<file path="src/rtl/i2cw_pkg.sv">
package i2cw_pkg;
  localparam int BYTE_W = 8;
  localparam logic [4:0] HS_TAG = 5'b00001;

  typedef enum logic [2:0] {
    ST_IDLE,
    ST_ADDR,
    ST_AACK,
    ST_DATA,
    ST_DACK,
    ST_SKIP
  } rx_state_t;
endpackage

</file>
<file path="src/rtl/i2cw_line_filter.sv">
module i2cw_line_filter #(
  parameter int   FILT_CYCLES = 13,
  parameter logic RST_LEVEL   = 1'b1
) (
  input  logic clk,
  input  logic rst_n,
  input  logic raw_i,
  output logic clean_o
);
  localparam int CW = $clog2(FILT_CYCLES + 1);
  localparam logic [CW-1:0] CNT_LAST = CW'(FILT_CYCLES - 1);

  logic          s1_q, s2_q, clean_q, clean_n;
  logic [CW-1:0] cnt_q, cnt_n;

  always_comb begin
    clean_n = clean_q;
    cnt_n   = cnt_q;
    if (s2_q == clean_q) begin
      cnt_n = '0;
    end else if (cnt_q == CNT_LAST) begin
      clean_n = s2_q;
      cnt_n   = '0;
    end else begin
      cnt_n = cnt_q + 1'b1;
    end
  end

  always_ff @(posedge clk or negedge rst_n) begin
    if (!rst_n) begin
      s1_q    <= RST_LEVEL;
      s2_q    <= RST_LEVEL;
      clean_q <= RST_LEVEL;
      cnt_q   <= '0;
    end else begin
      s1_q    <= raw_i;
      s2_q    <= s1_q;
      clean_q <= clean_n;
      cnt_q   <= cnt_n;
    end
  end

  assign clean_o = clean_q;

  // the cleaned level only moves toward the synchronized level
  p_filt_hold_r2: assert property (@(posedge clk) disable iff (!rst_n)
    (clean_q != $past(clean_q)) |-> ($past(s2_q) == clean_q));
endmodule

</file>
<file path="src/rtl/i2cw_bus_events.sv">
module i2cw_bus_events (
  input  logic clk,
  input  logic rst_n,
  input  logic scl_i,
  input  logic sda_i,
  output logic scl_rise_o,
  output logic scl_fall_o,
  output logic start_o,
  output logic stop_o
);
  logic scl_q, sda_q;

  always_ff @(posedge clk or negedge rst_n) begin
    if (!rst_n) begin
      scl_q <= 1'b1;
      sda_q <= 1'b1;
    end else begin
      scl_q <= scl_i;
      sda_q <= sda_i;
    end
  end

  assign scl_rise_o = scl_i & ~scl_q;
  assign scl_fall_o = ~scl_i & scl_q;
  assign start_o    = scl_i & scl_q & sda_q & ~sda_i;
  assign stop_o     = scl_i & scl_q & ~sda_q & sda_i;
endmodule

</file>
<file path="src/rtl/i2c_wr_slave.sv">
module i2c_wr_slave #(
  parameter int         FILT_CYCLES = 13,
  parameter logic [5:0] ADDR_PREFIX = 6'b100110,
  parameter logic [7:0] BCAST_ADDR  = 8'h90
) (
  input  logic       clk,
  input  logic       rst_n,
  input  logic       scl_i,
  input  logic       sda_i,
  input  logic       addr_sel_i,
  output logic       sda_pull_o,
  output logic [7:0] byte_o,
  output logic       byte_vld_o,
  output logic       byte_hi_o
);
  import i2cw_pkg::*;

  localparam int CNT_W = $clog2(BYTE_W + 1);
  localparam logic [CNT_W-1:0] LAST_BIT = CNT_W'(BYTE_W);

  logic [1:0] raw_lines, clean_lines;
  assign raw_lines = {sda_i, scl_i};

  for (genvar g = 0; g < 2; g++) begin : g_filt
    i2cw_line_filter #(.FILT_CYCLES(FILT_CYCLES), .RST_LEVEL(1'b1)) u_filt (
      .clk    (clk),
      .rst_n  (rst_n),
      .raw_i  (raw_lines[g]),
      .clean_o(clean_lines[g])
    );
  end

  logic scl_rise, scl_fall, start_ev, stop_ev;

  i2cw_bus_events u_events (
    .clk       (clk),
    .rst_n     (rst_n),
    .scl_i     (clean_lines[0]),
    .sda_i     (clean_lines[1]),
    .scl_rise_o(scl_rise),
    .scl_fall_o(scl_fall),
    .start_o   (start_ev),
    .stop_o    (stop_ev)
  );

  rx_state_t         state_q, state_n;
  logic [CNT_W-1:0]  bit_q, bit_n;
  logic [BYTE_W-1:0] shr_q, shr_n, out_q, out_n;
  logic              pull_q, pull_n, half_q, half_n;
  logic              vld_q, vld_n, hi_q, hi_n;
  logic              a0_q, a0_n, cap_q, cap_n;
  logic              hs_code, addr_hit, byte_done;

  assign hs_code   = (shr_q[7:3] == HS_TAG);
  assign addr_hit  = !hs_code &&
                     ((shr_q == {ADDR_PREFIX, a0_q, 1'b0}) || (shr_q == BCAST_ADDR));
  assign byte_done = scl_fall && (bit_q == LAST_BIT);

  always_comb begin
    state_n = state_q;
    bit_n   = bit_q;
    shr_n   = shr_q;
    out_n   = out_q;
    pull_n  = pull_q;
    half_n  = half_q;
    vld_n   = 1'b0;
    hi_n    = hi_q;
    a0_n    = a0_q;
    cap_n   = cap_q;
    if (!cap_q) begin
      a0_n  = addr_sel_i;
      cap_n = 1'b1;
    end
    if (stop_ev) begin
      state_n = ST_IDLE;
      pull_n  = 1'b0;
    end else if (start_ev) begin
      state_n = ST_ADDR;
      bit_n   = '0;
      pull_n  = 1'b0;
      half_n  = 1'b1;
    end else begin
      unique case (state_q)
        ST_ADDR, ST_DATA: begin
          if (scl_rise && (bit_q != LAST_BIT)) begin
            shr_n = {shr_q[BYTE_W-2:0], clean_lines[1]};
            bit_n = bit_q + 1'b1;
          end else if (byte_done) begin
            if (state_q == ST_ADDR) begin
              state_n = addr_hit ? ST_AACK : ST_SKIP;
              pull_n  = addr_hit;
            end else begin
              out_n   = shr_q;
              vld_n   = 1'b1;
              hi_n    = half_q;
              half_n  = ~half_q;
              state_n = ST_DACK;
              pull_n  = 1'b1;
            end
          end
        end
        ST_AACK, ST_DACK: begin
          if (scl_fall) begin
            pull_n  = 1'b0;
            bit_n   = '0;
            state_n = ST_DATA;
            if (state_q == ST_AACK) half_n = 1'b1;
          end
        end
        default: ;
      endcase
    end
  end

  always_ff @(posedge clk or negedge rst_n) begin
    if (!rst_n) begin
      state_q <= ST_IDLE;
      bit_q   <= '0;
      shr_q   <= '0;
      out_q   <= '0;
      pull_q  <= 1'b0;
      half_q  <= 1'b1;
      vld_q   <= 1'b0;
      hi_q    <= 1'b0;
      a0_q    <= 1'b0;
      cap_q   <= 1'b0;
    end else begin
      state_q <= state_n;
      bit_q   <= bit_n;
      shr_q   <= shr_n;
      out_q   <= out_n;
      pull_q  <= pull_n;
      half_q  <= half_n;
      vld_q   <= vld_n;
      hi_q    <= hi_n;
      a0_q    <= a0_n;
      cap_q   <= cap_n;
    end
  end

  assign sda_pull_o = pull_q;
  assign byte_o     = out_q;
  assign byte_vld_o = vld_q;
  assign byte_hi_o  = hi_q;

  p_stop_idle_r3: assert property (@(posedge clk) disable iff (!rst_n)
    stop_ev |=> (state_q == ST_IDLE) && !sda_pull_o);

  p_pull_in_ack_r4: assert property (@(posedge clk) disable iff (!rst_n)
    sda_pull_o |-> (state_q == ST_AACK) || (state_q == ST_DACK));

  p_pull_drop_r4: assert property (@(posedge clk) disable iff (!rst_n)
    (sda_pull_o && scl_fall) |=> !sda_pull_o);

  p_a0_frozen_r7: assert property (@(posedge clk) disable iff (!rst_n)
    cap_q |=> $stable(a0_q));

  p_vld_pulse_r8: assert property (@(posedge clk) disable iff (!rst_n)
    byte_vld_o |=> !byte_vld_o);

  p_restart_r10: assert property (@(posedge clk) disable iff (!rst_n)
    (start_ev && !stop_ev) |=> (state_q == ST_ADDR) && (bit_q == '0) && half_q);

  p_hs_nack_r11: assert property (@(posedge clk) disable iff (!rst_n)
    ((state_q == ST_ADDR) && byte_done && hs_code && !start_ev && !stop_ev)
      |=> !sda_pull_o && (state_q == ST_SKIP));
endmodule

</file>
<file path="config.mk">
export PLATFORM = sky130hd
export DESIGN_NAME = i2c_wr_slave
export DESIGN_NICKNAME = d
export VERILOG_FILES = /design/src/rtl/i2cw_pkg.sv /design/src/rtl/i2cw_line_filter.sv /design/src/rtl/i2cw_bus_events.sv /design/src/rtl/i2c_wr_slave.sv
export SDC_FILE = /design/constraint.sdc
export NUM_CORES = 1
export LEC_CHECK = 0
export CAP_MARGIN = 20
export CORE_UTILIZATION = 35
export DETAILED_ROUTE_END_ITERATION = 6
export GPL_ROUTABILITY_DRIVEN = 0
export GPL_TIMING_DRIVEN = 0
export HOLD_SLACK_MARGIN = 0.12
export PLACE_DENSITY = 0.58
export SETUP_SLACK_MARGIN = 0.2
export SYNTH_ARGS = -nofsm -noshare
export SYNTH_HDL_FRONTEND = slang
export SYNTH_SLANG_ARGS = --single-unit
</file>
<file path="constraint.sdc">
create_clock -name clk -period 2.1 [get_ports clk]
set_clock_uncertainty 0.05 [all_clocks]
set_input_delay 0.42 -clock clk [delete_from_list [all_inputs] [get_ports clk]]
set_output_delay 0.42 -clock clk [all_outputs]
set_load 0.05 [all_outputs]
</file>
==> summary.txt, run 1 <==
Power and ir drop
  • NetSw: 0.343 mW
  • Power per Cell Area: 652 nW/um^2
  • Share of power burned in registers: 54.6%
  • Sw Share: 20.9%
  • Internal: 1.30 mW
  • Maximum VDD drop: between 400 and 500 uV
  • Comb pwr share: 4.0%
  • Clock power frac: 41.4%
  • LEAKAGE: between 1 and 1.5 nW

Detailed routing
  • # DRC: 0
  • Pre-Repair DR Iteration Count: 6
  • Detail Route Antenna Nets: 0
  • Vias: between 1500 and 2000
  • DRT iter0 DRCs: 98
  • Drt via density: 5.12
  • Avg WL per Cell: 13.3 um
  • Total wire length: 3920 um

Run status
  • Status: complete, no violations

Logic synthesis
  • Synthesized cell area: 2140 um^2
  • Post-Syn Nets: 206
  • Ys Warns: 0
  • Top post-synthesis cells by area: dfrtp_1 (42%), dfstp_2 (11%), mux2_1 (4.7%), nand2_1 (4.2%), ha_1 (3.5%)
  • Post-Syn Area per Cell: approximately 11 um^2
  • Primary FF master, synth: dfrtp_1
  • Asr flop ratio synth: 100%
  • Number of synthesized flops with an enable pin: 0
  • Sequential area share after synthesis: 53.0%
  • Post-synthesis cell count: 195
  • #FFs+latches synth: between 40 and 50
  • Area leader, netlist: dfrtp_1
  • Netlist cell types: 52
  • Yosys top cell area share: between 40 and 50%

Hold path
  • Hold Path Class: reg2reg

Global route
  • Vias in the first global route: 1422
  • Initial antenna violation count: 0
  • Overflow after GRT: 0
  • First-pass GRT wire length: 6640 um
  • Largest net degree at the start of global routing: 30
  • Total GRT Usage: 13.5%

Critical path
  • CP Cell Sequence: clkbuf_4 > nor2b_1 > and3_2 > nand2_4 > mux2_1
  • Critical path capture point type: flip-flop
  • Crit path kind: reg2reg
  • CP bufs+invs: 1
  • Worst setup SP type: flip-flop
  • Arr. time, crit path: 1.91 ns
  • Maximum fanout along the worst path: 10
  • WP data required: 2.24 ns
  • Max incr delay on CP: roughly 0.52 ns
  • Family with the most delay on the worst path: simple AND/OR/NAND/NOR gates
  • Critical path's slowest cell: dfstp_2

Finish
  • Fin cells: around 300
  • Multi-input gate area: 917 um^2
  • Register area: 1140 um^2
  • Layout cell share with drive strength beyond 1: 16.8%
  • Layout overhead on the synthesized area: 17.7%
  • Filler instances: ~560
  • Core Util, Final: roughly 43%
  • Final net count: 230
  • Diode count: 0

STA
  • Max-slew violation count: 0
  • Final Setup Violations: 0
  • Slew headroom: ~66%
  • Tcrit/Tclk final: between 80% and 90%
  • Slew @ Worst Pin: 0.494 ns
  • Minimum hold slack: around 0.31 ns
  • Sum Neg Setup Slack: 0 ns
  • F_max: about 560 MHz
  • Final Hold Viols: 0
  • RSZ-0062 raised after global routing: no
  • Post-layout min period: 1.78 ns

Floorplan
  • Initial core utilization: ~36%
  • Core ar.: 5920 um^2
  • Die width: approximately 80 um
  • I/O Pins: 16
  • Die area: 6440 um^2
  • Die height: 80.3 um
  • # rows: 28

Job
  • Max_cap viols: 0

CTS
  • Clk buf depth: 2
  • CTS tree: built
  • Root buffer cell: clkbuf_8
  • Total setup buffers inserted after CTS: 0
  • H-tree depth: 2
  • Worst skew pair latency: approximately 0.30 ns
  • Register clock-pin slew on the reported worst setup and hold paths: 0.09 ns
  • TritonCTS Sinks: 45
  • Num CTS Buffers: 5

Place
  • IO Port Bufs: 15
  • Dpl cells: ~290
  • DP HPWL: 2790 um
stage by stage:
| stage | cell area (um^2) | power (mW) | setup WS, ns |
|---|---|---|---|
| after global placement | 2390 | 0.977 | -0.752 |
| after floorplan | 2140 | 0.944 | 0.438 |
| after detailed placement | 2400 | 0.982 | 0.255 |
| after CTS | 2520 | 1.68 | 0.235 |
| final | 2520 | 1.65 | 0.323 |
| after global routing | 2520 | 1.72 | 0.208 |
sequential cells by signal (all words and copies together) (netlist names), 2 cells and up:
register               count
byte_o                     8
g_filt.u_filt.cnt_q        8
bit_q                      4
state_q                    3
shr_q                      8
g_filt.u_filt.s1_q         2
g_filt.u_filt.s2_q         2
g_filt.u_filt.clean_o      2
timing repair:
| action | CTS | global route |
|---|---|---|
| endpoints found under the setup margin | 11 | 15 |
| hold endpoints to repair | 10 | 0 |
| pin swaps | 0 | 0 |
| resized for setup | 11 | 4 |
| hold buffers | 1 | 0 |
Yosys cell counts (all sizes together), types with 2 or more instances:
master and number:
dfrtp 36, nand2 25, mux2 12, a21oi 11, inv 11, dfstp 9, nor2 7, o21ai 7
buf 6, ha 6, nand3 5, nor2b 5, nor3b 5, a31o 3, and3 3, o22ai 3
xnor2 3, a21boi 2, a21o 2, a31oi 2, clkbuf 2, mux2i 2, nand2b 2, nor4b 2
nor4bb 2, or3 2, or4 2
worst paths after layout:
kind | cells after the start | from | to | slack (ns)
worst max-delay path | 5 | u_events.scl_q$_DFF_PN1_ | byte_o[7]$_DFFE_PN0P_ | 0.32
worst min-delay path | 0 | g_filt[1].u_filt.s1_q$_DFF_PN1_ | g_filt[1].u_filt.s2_q$_DFF_PN1_ | 0.31
worst max register to register | 5 | u_events.scl_q$_DFF_PN1_ | byte_o[7]$_DFFE_PN0P_ | 0.32
worst min register to register | 0 | g_filt[1].u_filt.s1_q$_DFF_PN1_ | g_filt[1].u_filt.s2_q$_DFF_PN1_ | 0.31
max in group asynchronous | 3 | rst_n | half_q$_DFFE_PN1P_ | 0.90
min in group asynchronous | 2 | rst_n | bit_q[2]$_DFFE_PN0P_ | 0.54
cell families after synthesis:
family          after synthesis  share of synthesized area [%]
compound gates               38                           11.7
flops                        45                           53.0
mux                          14                           7.23
xor+xnor                      4                           1.63
simple gates                 68                           18.4
other cells                   1                          0.175
buf+inv                      19                           4.26
fa+ha+maj                     6                           3.50
power groups by stage:
stage	clock network (mW)	logic, mW	registers [mW]
detailed placement	0	0.0670	0.915
finish	0.681	0.0664	0.898
CTS	0.710	0.0688	0.898
floorplan	0	0.0324	0.912
global route	0.738	0.0774	0.901
global placement	0	0.0630	0.914
cells in the final DEF (no fill, tap or decap), types with 6 or more instances in the layout:
| cell type | synthesis | routed |
|---|---|---|
| a21oi_1 | 11 | 11 |
| clkbuf_8 | 0 | 6 |
| dfrtp_1 | 36 | 36 |
| dfstp_2 | 9 | 9 |
| dlygate4sd2_1 | 0 | 11 |
| ha_1 | 6 | 6 |
| inv_1 | 11 | 11 |
| mux2_1 | 9 | 9 |
| nand2_1 | 24 | 24 |
| nor2_1 | 7 | 7 |
| o21ai_0 | 7 | 7 |
layer usage:
| layer | GRT usage, % | vias to the layer above | routed length [um] |
|---|---|---|---|
| li1 | - | 736 | - |
| met1 | 17.9 | 741 | 1910 |
| met2 | 21.3 | 26 | 1840 |
| met3 | 3.07 | 6 | 100 |
| met4 | 5.36 | 0 | 67 |
| met5 | 0 | - | 0 |
final cells by class:
cell class / count / share of cell area [%]
Buffer: 8 / 2.13
Clock buffer: 6 / 3.27
Clock inverter: 2 / 1.49
Inverter: 11 / 1.64
Multi-Input combinational cell: 131 / 36.3
Sequential cell: 45 / 45.0
Tap cell: 75 / 3.72
Timing Repair Buffer: 17 / 6.39
Power figures use the tool's default switching activity.
==> run 2, diff against run 1 <==
- clock period: 2.1 -> 1.7 ns (I/O delays scaled with it)
==> run 2 against run 1 <==
Non-clock buffer count increased by 18; setup slack worse by 0.29 ns; via count grew 6.0%; worst hold slack worse by 0.0019 ns; sequential power is 24% higher; cell area rose by 12%; sequential share of layout area is 4.9 points lower; cell count is 6.4% higher; largest cell class unchanged.
==> summary.txt, run 2 (synthesized netlist as in run 1, its figures left out) <==
Floorplan
  • Core ar.: 5920 um^2 (unchanged)
  • Die height: 80.3 um (unchanged)
  • I/O Pins: 16 (unchanged)
  • # rows: 28 (unchanged)
  • Initial core utilization: 36.2% (unchanged)
  • Die area: 6440 um^2 (unchanged)
  • Die width: 80.3 um (unchanged)

CTS
  • Register clock-pin slew on the reported worst setup and hold paths: 0.08 ns (about the same)
  • TritonCTS Sinks: 45 (unchanged)
  • Num CTS Buffers: 5 (unchanged)
  • H-tree depth: 2 (unchanged)
  • Clk buf depth: 2 (unchanged)
  • Worst skew pair latency: 0.29 ns (about the same)
  • Root buffer cell: clkbuf_8
  • CTS tree: built

Critical path
  • Worst setup SP type: flip-flop
  • Max incr delay on CP: 0.40 ns (-0.12 ns)
  • Crit path kind: reg2reg
  • Origin of the critical flop-to-flop path: bit_q[0]$_DFFE_PN0P_
  • WP data required: 1.83 ns (-0.41 ns)
  • Arr. time, crit path: 1.79 ns (-0.12 ns)
  • Worst R2R Path Depth: 6 (+1)
  • FF-to-FF End: byte_hi_o$_DFFE_PN0P_
  • Maximum fanout along the worst path: 5 (-5)
  • Critical path capture point type: flip-flop
  • Critical path's slowest cell: dfrtp_1
  • CP Cell Sequence: inv_1 > ha_2 > and3b_1 > and3_4 > nand2_8 > mux2_4
  • Reg-to-reg slack, setup: 0.04 ns (-0.29 ns)

Finish
  • Diode count: 0 (unchanged)
  • Layout cell share with drive strength beyond 1: 36.4% (+20 points)
  • Final net count: 249 (+8.3%)
  • Most common cell after layout, fill and taps aside: dfrtp_1
  • Layout overhead on the synthesized area: 32.3%
  • Most frequent cells in the layout: dfrtp_1 (35), nand2_1 (24), buf_4 (17)

Place
  • IO Port Bufs: 15 (unchanged)
  • DP HPWL: 2790 um (about the same)

STA
  • RSZ-0062 raised after global routing: yes
  • F_max: 602 MHz (+6.9%)
  • Minimum hold slack: 0.308 ns (-0.00193 ns)
  • Post-layout min period: 1.66 ns (-0.114 ns)
  • Final Setup Violations: 0 (unchanged)
  • Final Hold Viols: 0 (unchanged)
  • Tcrit/Tclk final: 97.8% (+13 points)
  • Sum Neg Setup Slack: 0 ns (unchanged)
  • Max-slew violation count: 0 (unchanged)

Job
  • Max_cap viols: 0 (unchanged)

Run status
  • Status: complete, no violations

Global route
  • Initial antenna violation count: 0 (unchanged)
  • Total GRT Usage: 14.4% (+0.92 points)
  • Overflow after GRT: 0 (unchanged)
  • Vias in the first global route: 1520 (+6.9%)
  • First-pass GRT wire length: 7070 um (+6.6%)
  • Largest net degree at the start of global routing: 28 (-6.7%)

Detailed routing
  • Drt via density: 5.09 (-0.45%)
  • DRT iter0 DRCs: 76 (-22%)
  • Avg WL per Cell: 14.0 um (+5.1%)
  • Total wire length: 4380 um (+12%)
  • # DRC: 0 (unchanged)
  • Vias: 1599 (+6.0%)
  • Pre-Repair DR Iteration Count: 6 (unchanged)
  • Detail Route Antenna Nets: 0 (unchanged)

Power and ir drop
  • Maximum VDD drop: 482 uV (+3.2%)
  • Power per Cell Area: 696 nW/um^2 (+6.8%)
  • Power Total: 1.97 mW (+20%)
  • LEAKAGE: 1.27 nW (+6.7%)

Hold path
  • WHS Path Cells: 0 (unchanged)
  • Hold Path Class: reg2reg
  • Worst Min Path Start: g_filt[1].u_filt.s1_q$_DFF_PN1_
  • Hold EP: g_filt[1].u_filt.s2_q$_DFF_PN1_
[run 2: cell types whose count changed in the layout (fill, tap and decap cells not counted), sizes merged]
cell | before | now
buf | 7 | 25
clkinvlp | 1 | 0
nand2 | 25 | 26
clkdlybuf4s15 | 0 | 10
clkinv | 0 | 1
clkbuf | 9 | 10
dlygate4sd2 | 11 | 0
[run 2: where the power goes]
group	leakage, nW	total, mW	switching, mW	internal [mW]
Sequential	0.585	1.11	0.0137	1.09
Combinational	0.634	0.0846	0.0469	0.0377
Clock	0.0552	0.781	0.345	0.436
[run 2: routing by layer]
metal	global-route usage, %	routed length, um	up-vias
li1	-	-	778
met1	18.3	2010	776
met2	22.9	2080	33
met3	2.84	150	12
met4	8.21	142	0
met5	0	0	-
[run 2: worst max path at each step]
stage,from,end,slack (ns)
after floorplan,u_events.scl_q$_DFF_PN1_,half_q$_DFFE_PN1P_,0.15
after global placement,rst_n,g_filt[1].u_filt.cnt_q[1]$_DFF_PN0_,-1.03
after detailed placement,u_events.scl_q$_DFF_PN1_,bit_q[0]$_DFFE_PN0P_,-0.004
after CTS,u_events.scl_q$_DFF_PN1_,half_q$_DFFE_PN1P_,0.05
after global routing,bit_q[1]$_DFFE_PN0P_,byte_hi_o$_DFFE_PN0P_,-0.03
final,bit_q[0]$_DFFE_PN0P_,byte_hi_o$_DFFE_PN0P_,0.04
[run 2: per-stage QoR]
stage / util [%] / cells / worst slack (ns) / cell area, um^2
floorplan: - / 195 / 0.145 / 2180
global placement: 40.9 / 285 / -1.03 / 2420
detailed placement: 41.1 / 286 / -0.00406 / 2440
CTS: 45.3 / 305 / 0.0463 / 2680
global route: 47.9 / 314 / -0.0256 / 2840
finish: 47.9 / 314 / 0.0380 / 2840
[run 2: critical path, delay by kind of cell, from the launching register on]
| family | cells | cell delay, ns |
|---|---|---|
| buffers and inverters | 1 | 0.06 |
| adders and majority gates | 1 | 0.16 |
| DFF | 1 | 0.40 |
| and+or+nand+nor | 3 | 0.57 |
| muxes | 1 | 0.30 |
[run 2: what timing repair did]
item	CTS	global route
pin swaps	2	2
hold endpoints to repair	12	0
gates cloned	0	2
hold buffers	1	0
setup endpoints to repair	36	27
buffers inserted	10	7
gates resized for setup	42	22
[run 2: final cells by class]
type	instances	area (um^2)
buffer	8	73.8
clock buffer	6	72.6
clock inverter	2	35.0
fill	513	3080
inverter	11	41.3
multi-input combinational	132	1040
sequential	45	1140
tap	75	93.8
timing repair buffer	35	339
==> run 3, diff against run 2 <==
- HOLD_SLACK_MARGIN: 0.12 -> 0.05
==> results of run 3 <==
No change in the layout: final DEF, timing and power equal those of run 2.
